$ cat src/rtl/irqtab_pkg.sv
package irqtab_pkg;
  localparam logic [31:0] TBL_SIG   = 32'h5249_5024;
  localparam logic [15:0] TBL_VER   = 16'h0100;
  localparam int          HDR_BYTES = 8;
  localparam int          LEN_W     = 16;

  function automatic logic [7:0] sig_byte(input logic [1:0] idx);
    return TBL_SIG[{idx, 3'b000} +: 8];
  endfunction
endpackage

$ cat src/rtl/irqtab_field_chk.sv
module irqtab_field_chk #(
  parameter int MIN_LEN = 32,
  parameter int ALIGN   = 16
) (
  input  logic [2:0]                    off_i,
  input  logic [7:0]                    byte_i,
  input  logic [7:0]                    ver_lo_i,
  input  logic [7:0]                    len_lo_i,
  output logic                          bad_o,
  output logic [irqtab_pkg::LEN_W-1:0]  len_o
);
  localparam int AL_BITS = $clog2(ALIGN);

  always_comb begin
    len_o = {byte_i, len_lo_i};
    bad_o = 1'b0;
    case (off_i)
      3'd0, 3'd1, 3'd2, 3'd3: bad_o = (byte_i != irqtab_pkg::sig_byte(off_i[1:0]));
      3'd5:                   bad_o = ({byte_i, ver_lo_i} != irqtab_pkg::TBL_VER);
      3'd7:                   bad_o = (len_o[AL_BITS-1:0] != '0) ||
                                      (len_o < irqtab_pkg::LEN_W'(MIN_LEN));
      default:                bad_o = 1'b0;
    endcase
  end
endmodule

$ cat src/rtl/irqtab_cand_seq.sv
module irqtab_cand_seq #(
  parameter int          ADDR_W    = 20,
  parameter int unsigned SCAN_BASE = 32'h000F_0000,
  parameter int unsigned SCAN_END  = 32'h0010_0000,
  parameter int unsigned STEP      = 16
) (
  input  logic              clk,
  input  logic              rst,
  input  logic              load_i,
  input  logic              pref_vld_i,
  input  logic [ADDR_W-1:0] pref_addr_i,
  input  logic              adv_i,
  output logic [ADDR_W-1:0] cand_o,
  output logic              pref_phase_o,
  output logic              last_o
);
  localparam int CW = ADDR_W + 1;

  logic [CW-1:0] cand_q;
  logic [CW-1:0] next_w;
  logic          pref_q;

  assign next_w       = cand_q + CW'(STEP);
  assign last_o       = !pref_q && (next_w >= CW'(SCAN_END));
  assign cand_o       = cand_q[ADDR_W-1:0];
  assign pref_phase_o = pref_q;

  always_ff @(posedge clk) begin
    if (rst) begin
      cand_q <= '0;
      pref_q <= 1'b0;
    end else if (load_i) begin
      pref_q <= pref_vld_i;
      cand_q <= pref_vld_i ? {1'b0, pref_addr_i} : CW'(SCAN_BASE);
    end else if (adv_i) begin
      pref_q <= 1'b0;
      cand_q <= pref_q ? CW'(SCAN_BASE) : next_w;
    end
  end
endmodule

$ cat src/rtl/irqtab_scan.sv
module irqtab_scan #(
  parameter int          ADDR_W    = 20,
  parameter int unsigned SCAN_BASE = 32'h000F_0000,
  parameter int unsigned SCAN_END  = 32'h0010_0000,
  parameter int unsigned STEP      = 16,
  parameter int          MIN_LEN   = 32
) (
  input  logic              clk,
  input  logic              rst,
  input  logic              start,
  input  logic              pref_vld,
  input  logic [ADDR_W-1:0] pref_addr,
  output logic              rd_en,
  output logic [ADDR_W-1:0] rd_addr,
  input  logic [7:0]        rd_data,
  output logic              done,
  output logic              found,
  output logic [ADDR_W-1:0] tbl_addr
);
  import irqtab_pkg::*;

  localparam logic [LEN_W-1:0] HDR_LIM = LEN_W'(HDR_BYTES);

  logic              busy_q, rvld_q, hdr_ok_q;
  logic [LEN_W-1:0]  iss_q, rcv_q, len_q, lim_w;
  logic [7:0]        sum_q, sum_nx, ver_lo_q, len_lo_q;
  logic              done_q, found_q;
  logic [ADDR_W-1:0] addr_q;

  logic [ADDR_W-1:0] cand_w;
  logic              pref_phase_w, last_w;
  logic              fld_bad_w;
  logic [LEN_W-1:0]  fld_len_w;

  logic in_hdr, at_end, hdr_bad, sum_end, accept, reject, launch, adv;

  assign launch = !busy_q && start;
  assign lim_w  = hdr_ok_q ? len_q : HDR_LIM;
  assign rd_en  = busy_q && (iss_q < lim_w);
  assign rd_addr = cand_w + ADDR_W'(iss_q);

  assign in_hdr  = (rcv_q < HDR_LIM);
  assign at_end  = hdr_ok_q && (rcv_q == len_q - LEN_W'(1));
  assign sum_nx  = sum_q + rd_data;
  assign hdr_bad = rvld_q && in_hdr && fld_bad_w;
  assign sum_end = rvld_q && at_end;
  assign accept  = busy_q && sum_end && (sum_nx == 8'h00);
  assign reject  = busy_q && (hdr_bad || (sum_end && (sum_nx != 8'h00)));
  assign adv     = reject && !last_w;

  irqtab_field_chk #(.MIN_LEN(MIN_LEN), .ALIGN(STEP)) u_fld (
    .off_i    (rcv_q[2:0]),
    .byte_i   (rd_data),
    .ver_lo_i (ver_lo_q),
    .len_lo_i (len_lo_q),
    .bad_o    (fld_bad_w),
    .len_o    (fld_len_w)
  );

  irqtab_cand_seq #(
    .ADDR_W(ADDR_W), .SCAN_BASE(SCAN_BASE), .SCAN_END(SCAN_END), .STEP(STEP)
  ) u_seq (
    .clk          (clk),
    .rst          (rst),
    .load_i       (launch),
    .pref_vld_i   (pref_vld),
    .pref_addr_i  (pref_addr),
    .adv_i        (adv),
    .cand_o       (cand_w),
    .pref_phase_o (pref_phase_w),
    .last_o       (last_w)
  );

  always_ff @(posedge clk) begin
    if (rst) begin
      busy_q   <= 1'b0;
      rvld_q   <= 1'b0;
      hdr_ok_q <= 1'b0;
      iss_q    <= '0;
      rcv_q    <= '0;
      len_q    <= '0;
      sum_q    <= '0;
      ver_lo_q <= '0;
      len_lo_q <= '0;
      done_q   <= 1'b0;
      found_q  <= 1'b0;
      addr_q   <= '0;
    end else if (!busy_q) begin
      if (start) begin
        busy_q   <= 1'b1;
        done_q   <= 1'b0;
        found_q  <= 1'b0;
        addr_q   <= '0;
        iss_q    <= '0;
        rcv_q    <= '0;
        sum_q    <= '0;
        hdr_ok_q <= 1'b0;
        rvld_q   <= 1'b0;
      end
    end else if (accept) begin
      busy_q  <= 1'b0;
      rvld_q  <= 1'b0;
      done_q  <= 1'b1;
      found_q <= 1'b1;
      addr_q  <= cand_w;
    end else if (reject) begin
      iss_q    <= '0;
      rcv_q    <= '0;
      sum_q    <= '0;
      hdr_ok_q <= 1'b0;
      rvld_q   <= 1'b0;
      if (last_w) begin
        busy_q  <= 1'b0;
        done_q  <= 1'b1;
        found_q <= 1'b0;
        addr_q  <= '0;
      end
    end else begin
      iss_q  <= iss_q + LEN_W'(rd_en);
      rvld_q <= rd_en;
      if (rvld_q) begin
        rcv_q <= rcv_q + LEN_W'(1);
        sum_q <= sum_nx;
        if (rcv_q == LEN_W'(4)) ver_lo_q <= rd_data;
        if (rcv_q == LEN_W'(6)) len_lo_q <= rd_data;
        if (rcv_q == LEN_W'(7)) begin
          len_q    <= fld_len_w;
          hdr_ok_q <= 1'b1;
        end
      end
    end
  end

  assign done     = done_q;
  assign found    = found_q;
  assign tbl_addr = addr_q;
endmodule

$ cat config.mk
export PLATFORM = sky130hd
export DESIGN_NAME = irqtab_scan
export DESIGN_NICKNAME = d
export VERILOG_FILES = /design/src/rtl/irqtab_pkg.sv /design/src/rtl/irqtab_field_chk.sv /design/src/rtl/irqtab_cand_seq.sv /design/src/rtl/irqtab_scan.sv
export SDC_FILE = /design/constraint.sdc
export NUM_CORES = 1
export LEC_CHECK = 0
export ABC_AREA = 1
export BUFFER_PORTS_ARGS = -buffer_cell sky130_fd_sc_hd__buf_4
export CORE_MARGIN = 2
export CORE_UTILIZATION = 45
export CTS_CLUSTER_SIZE = 8
export DETAILED_ROUTE_END_ITERATION = 8
export PLACE_DENSITY = 0.6
export SYNTH_ARGS = -nofsm -noshare
export SYNTH_HDL_FRONTEND = slang
export SYNTH_SLANG_ARGS = --single-unit
$ cat constraint.sdc
create_clock -name clk -period 7.2 [get_ports clk]
set_clock_uncertainty 0.2 [all_clocks]
set_input_delay 2.16 -clock clk [delete_from_list [all_inputs] [get_ports clk]]
set_output_delay 2.16 -clock clk [all_outputs]
set_load 0.05 [all_outputs]
### Word-level counts from Yosys, hierarchy flattened

Index checks and enable logic that the tools add are counted.

| word-level totals | value |
|---|---|
| memories | 0 |
| input port bits | 32 |
| bits in read-only memories | 0 |
| flip-flop bits (word level) | 119 |
| latch bits | 0 |
| output and inout bits | 43 |
| word-level logic and storage cells | 122 |
| RAM bits | 0 |

| operators by class | value |
|---|---|
| add/subtract/negate cells | 6 |
| magnitude comparators | 4 |
| reductions and logical operators | 31 |
| shift operators | 1 |
| div/mod/pow operators | 0 |
| multiplexer cells | 48 |
| bitwise logic cells | 2 |
| multipliers | 0 |
| eq/ne operators | 16 |

Operators by type and width:

| operator | count |
|---|---|
| $mux W16 | 9 |
| $mux W20 | 6 |
| $mux W21 | 3 |
| $eq A16 B3 Y1 const B | 3 |
| $mux W8 | 5 |
| $shiftx A32 B6 Y8 const A | 1 |
| $mux W1 | 24 |
| $add A21 B5 Y21 const B | 1 |
| $ge A21 B21 Y1 const B | 1 |
| $add A20 B16 Y20 | 1 |
| $add A16 B1 Y16 | 1 |
| $add A16 B1 Y16 const B | 1 |
| $eq A16 B16 Y1 | 1 |
| $lt A16 B16 Y1 | 1 |
| $lt A16 B4 Y1 const B | 1 |
| $lt A16 B6 Y1 const B | 1 |
| $ne A16 B9 Y1 const B | 1 |
| $sub A16 B1 Y16 const B | 1 |
| $reduce_and A5 Y1 | 3 |
| $logic_and A1 B1 Y1 | 12 |
| $ne A3 B1 Y1 const B | 4 |
| $add A8 B8 Y8 | 1 |
| $logic_not A8 Y1 | 1 |
| $ne A8 B8 Y1 | 1 |
| other kinds (16) | 24 |

### Longest topological paths before layout

| logic depth | value |
|---|---|
| depth in word-level cells | 10 |
| mapped depth | 24 |
| mapped depth without buffers | 23 |

### Cells and area by module

Synthesis repeated with hierarchy kept, for this count alone.

| unflattened totals | value |
|---|---|
| cell total of the unflattened synthesis | 1,332 |
| area total of the unflattened synthesis | 8,539.4 um2 |

Modules (own cells, without submodules):

| module | cells each | area each (um2) | instances | sequential area each (um2) |
|---|---|---|---|---|
| irqtab_scan | 1,022 | 6,652.6 | 1 | 1,941.9 |
| irqtab_cand_seq | 229 | 1,476.4 | 1 | 440.4 |
| irqtab_field_chk | 81 | 410.4 | 1 | 0.0 |

### Least setup slack after synthesis

OpenSTA, ideal clock, no wires.

| timing | value |
|---|---|
| path type | register to output |
| start point | reg iss_q[0] |
| end point | out rd_addr[12] |
| setup slack | 1.984 ns |
| stages on the path, launching flop included | 14 |
| required time | 4.840 ns |
| buffers on the path | 0 |
| arrival | 2.856 ns |
| path through | dfxtp_1 > ha_1 > inv_1 > fa_1 > o21ai_0 > a21oi_1 > o21bai_1 > nand2_1 > nand2_1 > nand2_1 > a21oi_1 > nand3_1 > nand2_1 > xor2_1 |

| on the way | value |
|---|---|
| cells in the longest elaborated chain, start to end | 1 |

Ends and longest elaborated chain:

| item | RTL line | source |
|---|---|---|
| start: declaration | irqtab_scan.sv:25 | `logic [LEN_W-1:0] iss_q, rcv_q, len_q, lim_w;` |
| start signal: assignment | irqtab_scan.sv:119 | `iss_q <= iss_q + LEN_W'(rd_en);` |
| $add A20 B16 Y20 | irqtab_scan.sv:40 | `assign rd_addr = cand_w + ADDR_W'(iss_q);` |
| end: declaration | irqtab_scan.sv:14 | `output logic [ADDR_W-1:0] rd_addr,` |

No other way between the ends.

### Final worst setup path

Same ends and word-level chain as after synthesis.

==> reports/summary.md <==
The kind of cell with the highest combined delay along the critical path is compound AO/OA/AOI/OAI gates. The number of different library cells used by synthesis comes to 51. Post-synthesis compound-gate area fraction: 0.1063. By startpoint and endpoint, the worst setup path is classified as reg -> out.

The adder-cell area share of the yosys netlist is 0.07737. The path class of the lowest-slack min-delay path was reg -> reg. For the post-route antenna net violation count, the log shows 0.

In this run, post-CTS repair resized a total of 0 instances. TritonCTS built the clock tree. The floorplan step defined a die boundary enclosing 0.01987 mm2. The total clock sinks was 119; the number of hold buffers added after cts was 0.

In this run the core area contains 50 standard-cell rows. The clock reaches the later pin of the worst-skew pair after 420 ps. Together, buffers and inverters on the worst path number 2. The most frequent cell on the critical path is nand2_1. For this run, the number of Yosys warnings is 0. The tools report the via count of the routed design as 8143. The die is 141.0 um tall. The multiplexer share of the synthesized area is 0, and the required time at the worst-slack endpoint is 4840 ps. The first detailed-routing pass took 6 iterations. The average instance in the mapped netlist occupies 6.489 um2. In this design, the stage delay of the slowest critical-path cell is 410 ps. Area share of and/or/nand/nor cells after synthesis: 0.3768. The initial antenna violation count was 0; the count of flip-flops with a built-in enable after synthesis was 0. Adding up every negative setup slack in the final design gives 0 ps.

The average vias per placed instance was 5.109; the synthesized instance count was 1301. The count of antenna diodes in the layout is 0. The worst hold path passes through 2 cells. For this run the aggregate overflow at the end of global routing stands at 0.

In this run the power spent charging and discharging nets is 0.0005730 W. The run finished with clean final reports. The proportion of register bits with asynchronous set or reset after synthesis is 0, and the share of the clock period used by the worst path is 0.7772. The tool flagged a number of max-cap violations equal to 0. The tools report the worst hold endpoint as u_seq.cand_q[20]$_SDFFE_PP0P_. After synthesis, the largest family of logic cells by area is simple AND/OR/NAND/NOR gates. The cell area after technology mapping is 0.008442 mm2. Clock-pin slew was measured on the worst setup and hold paths at 60 ps.

The root buffer cell chosen for the clock tree is clkbuf_16. The number of global-route vias before repair came out at 7516. The worst register-to-register path has a setup slack of 2880 ps. When the netlist entered floorplanning its net count stood at 1384. The effective utilization at floorplan was 0.4543. The switching share of power is 0.3084. The tools report the number of hold violations in the final report as 0.

The longest clock path from root to sink contains 2 buffers. Logic depth of the worst register-to-register path: 22. The kind of capture point of the worst setup path is an output pin. The first routing iteration left 634 violations. Overall power consumption after layout is estimated at 0.001858 W. The cell area power density is 193.5 mW/mm2, and the final routed wire length divided by cell count is 14.78 um.

The beginning of the worst hold path is u_seq.cand_q[20]$_SDFFE_PP0P_. Yosys attributes the largest share of cell area to dfxtp_1, nand2_1, nor2_1. The fraction of final layout cells sized beyond drive strength 1 was 0.1169. For this run, the top clock speed supported by timing is 178.7 MHz. In the final layout, flip-flops and latches occupy 0.002382 mm2. The tools report the wire length of the first global-routing pass as 38640 um. For the fraction of power consumed by sequential logic, the log shows 0.381.

After synthesis, the most frequently instantiated cells are nand2_1, nor2_1, inv_1. In this run the static leakage power is 4.329 nW. For the final weighted congestion of routability-driven global placement, the log shows 0.8623. The worst slew margin relative to its limit was 0.3666. For the share of total power in combinational logic, the log shows 0.145. The floorplan step defined a core boundary enclosing 0.01858 mm2. In this run the critical register-to-register path is captured at iss_q[15]$_SDFFE_PP0P_. Xor/xnor share of the synthesized area: 0.06329. The floorplan step set the die width to 141.0 um. In this run, synthesis produced a sequential element count of 119.

The internal portion of total power came out at 0.001285 W. Wires add up to 23560 um. The commonest register cell after synthesis was dfxtp_1. For the data arrival time of the critical path, the log shows 3240 ps. The most numerous cell in the Yosys netlist is nand2_1. The HPWL after detailed placement is 17920 um. Walking the worst path, the cells encountered are ha_1 > inv_1 > fa_1 > o21ai_0 > a21oi_1 > o21bai_1 > nand2_1 > nand2_1 > nand2_1 > a21oi_1 > nand3_1 > nand2_1 > xor2_1 > buf_4. In this run the critical register-to-register path is launched from hdr_ok_q$_SDFFE_PP0P_. The share of the synthesized area in the top cell type was 0.2822; the number of top-level pins was 75.

The logs give 0 for the total count of max-transition violations in the final report and 0 for the number of remaining DRC errors. Utilization after layout: 0.5168. Setup repair after global routing left no endpoint under its margin.

The H-tree generated during clock tree synthesis spans 4 levels. STA classifies the critical path startpoint as a flop. Along the worst path, the maximum fanout reaches 4.

The run gives 0.474 as the proportion of power drawn by the clock network. The area used by multi-input combinational logic is 0.005265 mm2, and the overall global routing resource usage is 0.2435. The transition time at the pin with the least slew margin works out to 948.7 ps. The tools report the net count reported at finish as 1430. For the peak supply drop, the log shows 0.0001348 V. On the critical path, the stage with the largest delay is an instance of fa_1.

From synthesis to final layout, the design area changed by 13.75%. The tools report the total clock buffers created by CTS as 17. Share of the yosys chip area belonging to registers: 0.2822. The buffer count from post-CTS setup fixing is 0, and the count of port buffers added during placement is 74.

Final setup violation count: 0. The run gives 1898 as the number of filler cells placed in the layout. The dominant cell type by area after synthesis was dfxtp_1. Entering global routing, the biggest net connects 56 pins.

The clock period could shrink to 5596 ps.
## state kept, by name (all words and copies together) (netlist names)
register,count
rvld_q,1
len_lo_q,8
u_seq.cand_q,21
rcv_q,16
sum_q,8
done,1
u_seq.pref_phase_o,1
found,1
busy_q,1
len_q,16
tbl_addr,20
ver_lo_q,8
iss_q,16
hdr_ok_q,1
## kinds of logic (layout without fill, tap and decap cells)
family / Yosys count / in the layout
DFF: 119 / 119
AOI/OAI and AO/OA: 154 / 154
and+or+nand+nor: 735 / 735
buffers and inverters: 181 / 240
adders and majority gates: 51 / 51
xor gates and xnor gates: 61 / 61
## routing by layer
| metal | track usage | vias to the layer above | share of wire | wire [um] |
|---|---|---|---|---|
| met4 | 0.06789 | 0 | 0.018 | 435 |
| met1 | 0.3718 | 3636 | 0.53 | 12410 |
| li1 | - | 4254 | - | - |
| met2 | 0.3558 | 215 | 0.41 | 9625 |
| met5 | 0 | - | 0 | 0 |
| met3 | 0.03397 | 38 | 0.046 | 1088 |
## layout make-up
class,instances,share of cell area
clock buffers,17,0.04430
clock inverters,15,0.01863
inverters,134,0.05238
multi-input cells,1001,0.5483
flip-flops and latches,119,0.2481
well taps,234,0.03049
repair buffers,74,0.05785
## worst register-to-register path: stages (launching register included)
cell	delay, ps
dfxtp_1	640
inv_1	150
nor2_1	130
ha_1	250
a21oi_1	110
o21ai_0	110
nand3_1	90
a21oi_1	60
o21ai_0	140
nand2_1	120
nor2_1	310
ha_1	250
nand3_1	80
inv_1	100
nand3_1	90
nor2_1	150
nand2_1	90
nor2_1	170
nand3_1	150
nor4_1	500
a31o_2	240
nand2_1	50
nor2_1	70
## cell usage in the layout, fill, tap and decap left out, drive strengths merged, types with 3 or more instances in the layout
| cell type | netlist | layout |
|---|---|---|
| clkbuf | 19 | 17 |
| ha | 49 | 49 |
| buf | 28 | 74 |
| nor4 | 7 | 7 |
| o21bai | 3 | 3 |
| clkinv | 2 | 4 |
| nand3b | 7 | 7 |
| nor3 | 22 | 22 |
| o31ai | 3 | 3 |
| o21a | 9 | 9 |
| o21ai | 44 | 44 |
| inv | 132 | 141 |
| xor2 | 46 | 46 |
| a22o | 3 | 3 |
| dfxtp | 119 | 119 |
| nand2 | 358 | 358 |
| nor2 | 236 | 236 |
| nand3 | 81 | 81 |
| xnor2 | 15 | 15 |
| a21o | 3 | 3 |
| o22ai | 3 | 3 |
| a21oi | 76 | 76 |
| nand4 | 19 | 19 |
## power groups by stage
stage | clock [W] | sequential, W | combinational (W)
6_report | 0.000881 | 0.000709 | 0.000269
4_1_cts | 0.000893 | 0.000707 | 0.000268
3_3_place_gp | 0 | 0.000723 | 0.000266
5_1_grt | 0.000920 | 0.000711 | 0.000297
2_1_floorplan | 0 | 0.000707 | 0.000210
3_5_place_dp | 0 | 0.000722 | 0.000267
## through the flow
stage / cells / setup slack [ps] / hold WS [ps] / cell area, um2
2_1_floorplan: 1301 / 1984 / 233.5 / 8442
4_1_cts: 1594 / 1557 / 257.7 / 9603
3_3_place_gp: 1562 / 1624 / 247.2 / 8999
3_5_place_dp: 1562 / 1536 / 246.1 / 8999
6_report: 1594 / 1604 / 257.7 / 9603
5_1_grt: 1594 / 1287 / 272.9 / 9603
## worst max-delay path by stage
stage                                from                    end  slack, ps  depth (start not counted)
detailed placement             rd_data[0]  sum_q[4]$_SDFFE_PP0P_       1540                         16
global route        iss_q[0]$_SDFFE_PP0P_            rd_addr[12]       1290                         14
global placement               rd_data[0]  sum_q[4]$_SDFFE_PP0P_       1620                         16
CTS                 iss_q[0]$_SDFFE_PP0P_            rd_addr[12]       1560                         14
finish              iss_q[0]$_SDFFE_PP0P_            rd_addr[12]       1600                         14
floorplan           iss_q[0]$_SDFFE_PP0P_            rd_addr[12]       1980                         13
Note: power is estimated with default switching activity, not from simulation.
